===== src/rtl/rld_pkg.sv =====
package rld_pkg;
  localparam int unsigned CODE_W_DEF = 3;

  // registered serial output of the decoder
  typedef struct packed {
    logic valid;
    logic data;
  } rld_out_t;
endpackage


===== src/rtl/rld_run_counter.sv =====
module rld_run_counter #(
  parameter int unsigned W = 3
) (
  input  logic         clk,
  input  logic         rst,
  input  logic         load,
  input  logic [W-1:0] load_val,
  output logic [W-1:0] remaining,
  output logic         idle
);
  logic [W-1:0] cnt_q;

  always_ff @(posedge clk) begin
    if (rst) begin
      cnt_q <= '0;
    end else if (load) begin
      cnt_q <= load_val;
    end else if (cnt_q != '0) begin
      cnt_q <= cnt_q - 1'b1;
    end
  end

  assign remaining = cnt_q;
  assign idle      = (cnt_q == '0);
endmodule


===== src/rtl/rld_emitter.sv =====
module rld_emitter #(
  parameter int unsigned W = 3
) (
  input  logic             clk,
  input  logic             rst,
  input  logic             start,
  input  logic             start_last,
  input  logic [W-1:0]     remaining,
  output rld_pkg::rld_out_t sout
);
  rld_pkg::rld_out_t out_q;

  always_ff @(posedge clk) begin
    if (rst) begin
      out_q <= '0;
    end else if (start) begin
      out_q.valid <= 1'b1;
      out_q.data  <= start_last;
    end else if (remaining != '0) begin
      out_q.valid <= 1'b1;
      out_q.data  <= (remaining == W'(1));
    end else begin
      out_q <= '0;
    end
  end

  assign sout = out_q;
endmodule


===== src/rtl/rld_decoder.sv =====
module rld_decoder #(
  parameter int unsigned CODE_W = rld_pkg::CODE_W_DEF
) (
  input  logic              clk,
  input  logic              rst,
  input  logic              in_valid,
  input  logic [CODE_W-1:0] in_code,
  output logic              in_ready,
  output logic              out_valid,
  output logic              out_bit
);
  logic              idle;
  logic              accept;
  logic [CODE_W-1:0] remaining;
  rld_pkg::rld_out_t sout;

  assign accept   = in_valid && idle;
  assign in_ready = idle;

  rld_run_counter #(.W(CODE_W)) u_cnt (
    .clk       (clk),
    .rst       (rst),
    .load      (accept),
    .load_val  (in_code),
    .remaining (remaining),
    .idle      (idle)
  );

  rld_emitter #(.W(CODE_W)) u_emit (
    .clk        (clk),
    .rst        (rst),
    .start      (accept),
    .start_last (in_code == '0),
    .remaining  (remaining),
    .sout       (sout)
  );

  assign out_valid = sout.valid;
  assign out_bit   = sout.data;
endmodule


===== config.mk =====
export PLATFORM = sky130hd
export DESIGN_NAME = rld_decoder
export DESIGN_NICKNAME = d
export VERILOG_FILES = /design/src/rtl/rld_pkg.sv /design/src/rtl/rld_run_counter.sv /design/src/rtl/rld_emitter.sv /design/src/rtl/rld_decoder.sv
export SDC_FILE = /design/constraint.sdc
export NUM_CORES = 1
export LEC_CHECK = 0
export BUFFER_PORTS_ARGS = -buffer_cell sky130_fd_sc_hd__buf_2
export CAP_MARGIN = 5
export CORE_AREA = 2 2 39 41
export DETAILED_ROUTE_END_ITERATION = 10
export DIE_AREA = 0 0 41 43
export RECOVER_POWER = 25
export SLEW_MARGIN = 20
export SYNTH_ARGS = -nofsm -noshare
export SYNTH_HDL_FRONTEND = slang
export SYNTH_SLANG_ARGS = --single-unit

===== constraint.sdc =====
create_clock -name clk -period 1.4 [get_ports clk]
set_clock_uncertainty 0.05 [all_clocks]
set_input_delay 0 -clock clk [delete_from_list [all_inputs] [get_ports clk]]
set_output_delay 0 -clock clk [all_outputs]
set_load 0.01 [all_outputs]

==> reports/results.tsv <==
metric	value	unit
Post-synth top cells	5 x dfxtp_1, 3 x ha_1, 3 x inv_1	
wire per inst	8.57	µm
DRT iter0 DRCs	2	
overall power	0.000760	W
cell with the most instances after synthesis	dfxtp_1	
Final setup viols	0	
first-pass GRT wire length	966	µm
Synthesized Nets	37	
crit end category	flop	
port bufs	8	
Diodes inserted	0	
setup TNS	0	ns
worst hold path type	in2reg	
Layout area overhead	39.0	%
slowest stage cell, crit path	dfxtp_1	
final antenna-violating net count	0	
worst-case clock buffer depth	2	
Main synth FF type	dfxtp_1	
type of the worst setup path	reg2reg	
Max Fclk	797	MHz
critical path peak fanout	4	
TritonCTS clock tree	yes	
sequential cell area fraction in the yosys report	36.7	%
Die Wd	41	µm
post-synthesis register bit count	5	
Synth Area in Compound Gates	17.9	%
TritonRoute pass-1 iters	4	
Post-synth EDFFs	0	
xor/xnor share of the synthesized area	0	%
syn avg cell area	9.74	µm²
CTS HTree Levels	1	
fillcell total	163	
initial antenna violation count	0	
Initial Util	19.7	%
post-synthesis mux area share	3.67	%
gp weighted congestion	0.728	
share of layout cells above drive strength 1	33.3	%
number of max-cap violations	0	
total track usage	8.44	%
# IOs	9	
synth warn	0	
Final Hold Viols	0	
Buffers & Inverters on Critical Path	2	
Core Footprint	0.00138	mm²
fin area	379	µm²
GRT overflow	0	
RSZ-0062 raised after global routing	no	
Final period util	89.7	%
Post-DP Area	333	µm²
die area	0.00176	mm²
post-DR vias/cell	4.19	
Vias	243	
critical path launch point type	flop	
row count	14	
Synth Area in Simple Gates	22.5	%
nets	52	
largest net degree at the start of global routing	8	
DP HPWL	414	µm
vias in the first global route	263	
Rel. slew slack	85.3	%
Async SR Flop Fraction	0	%
clock slew at reported path FFs	0.04	ns
Clk Latency, worst-skew pair	0.24	ns
WP data arrival	1.36	ns
DRC Markers	0	
leading area contributor after synthesis	dfxtp_1	
PD cells	2000	mW/mm²
clock root buffer	clkbuf_4	
outcome	completed	
Post-Synth Adder-Cell Area	13.8	%
max-slew violation count	0	
Required @ worst endpoint	1.51	ns
Pleak	0.165	nW
Slowest Stage Delay on Critical Path	0.35	ns
die height	43	µm
largest family of logic cells by synthesized area	simple AND/OR/NAND/NOR gates	
final wirelength	497	µm
Post-Syn Instances	28	
Synth top area share	36.7	%
Worst-Margin Slew	0.221	ns
Mapped Area	273	µm²
Synth area leaders	dfxtp_1 37%, ha_1 14%, a221oi_2 5.5%	
crit path cell chain	inv_1, ha_2, nand2b_4, inv_2, o21a_1, a221oi_2	
Worst VDD drop	658	µV
TritonCTS buffer count	3	
Final min period	1.26	ns
count of cell types in the netlist	17	
cell family with most CP delay	flip-flops	
clock sinks	5	
## final cells by class
class | count | area [µm²] | area share (%)
tap | 16 | 20.0 | 5.28
inverter | 4 | 15.0 | 3.96
clock buffer | 4 | 26.3 | 6.93
multi-input combinational | 19 | 160 | 42.2
timing repair buffer | 10 | 57.6 | 15.2
sequential | 5 | 100 | 26.4
## cell usage in the layout, fill, tap and decap left out
master / Yosys / final
inv_2: 1 / 1
a221oi_1: 1 / 1
nor4b_2: 1 / 1
nand2b_1: 1 / 1
buf_2: 0 / 6
ha_1: 3 / 2
nand3_1: 1 / 1
a21oi_1: 2 / 2
nand2b_4: 1 / 1
nor3_1: 2 / 2
nand2_1: 1 / 1
mux2i_1: 1 / 1
ha_2: 0 / 1
clkbuf_4: 0 / 3
clkbuf_1: 0 / 3
o21a_1: 1 / 1
nor2_1: 2 / 2
dfxtp_1: 5 / 5
a221oi_2: 1 / 1
dlygate4sd3_1: 0 / 2
a211oi_1: 1 / 1
inv_1: 3 / 3
## where the power goes
part | switching [W] | total (W) | internal (W)
combinational | 0.000197 | 0.000372 | 0.000175
clock | 0.0000571 | 0.000165 | 0.000108
sequential | 0.0000285 | 0.000224 | 0.000195
## cell families after synthesis
logic type               Yosys count
buffers and inverters              4
AO/OA/AOI/OAI                      6
multiplexers                       1
adder cells (fa/ha/maj)            3
AND/OR/NAND/NOR                    9
flip-flops                         5
## timing repair
action | CTS | global route
buffers inserted | 0 | 0
setup endpoints to repair | 0 | 1
hold buffers | 2 | 0
hold endpoints to repair | 5 | 0
gates resized for setup | 0 | 1
## worst paths after layout
check / from / endpoint / slack, ns / cells after the start
max: u_cnt.remaining[0] / u_cnt.remaining[1] / 0.14 / 6
min: in_valid / u_emit.sout[1] / 0.02 / 3
max reg2reg: u_cnt.remaining[0] / u_cnt.remaining[1] / 0.14 / 6
min reg2reg: u_cnt.remaining[2] / u_emit.sout[0] / 0.43 / 1
## worst reg2reg max path: cells and delay by family, from the launching register on
| kind | cells | cell delay, ns |
|---|---|---|
| AO/OA/AOI/OAI | 2 | 0.31 |
| adder cells (fa/ha/maj) | 1 | 0.23 |
| buffers and inverters | 2 | 0.14 |
| flip-flops | 1 | 0.35 |
| AND/OR/NAND/NOR | 1 | 0.10 |
## layer usage
layer	GRT usage [%]	wire length, µm
met1	8.71	217
met4	2.00	0
met3	7.85	26
met5	0	0
met2	12.2	253
## flip-flops by register name, indices dropped and copies added, names as in the netlist
name and flops:
u_cnt.remaining 3, u_emit.sout 2
## per-stage QoR
step,hold slack (ns),utilization [%],setup WS (ns),cells
2_1_floorplan,0.0162,-,0.143,28
3_3_place_gp,0.186,24.1,0.0690,52
3_5_place_dp,0.177,24.1,0.0845,52
4_1_cts,0.0207,27.4,0.0742,58
5_1_grt,0.0385,27.4,0.0261,58
6_report,0.0162,27.4,0.145,58
(Power assumes the default switching activity.)
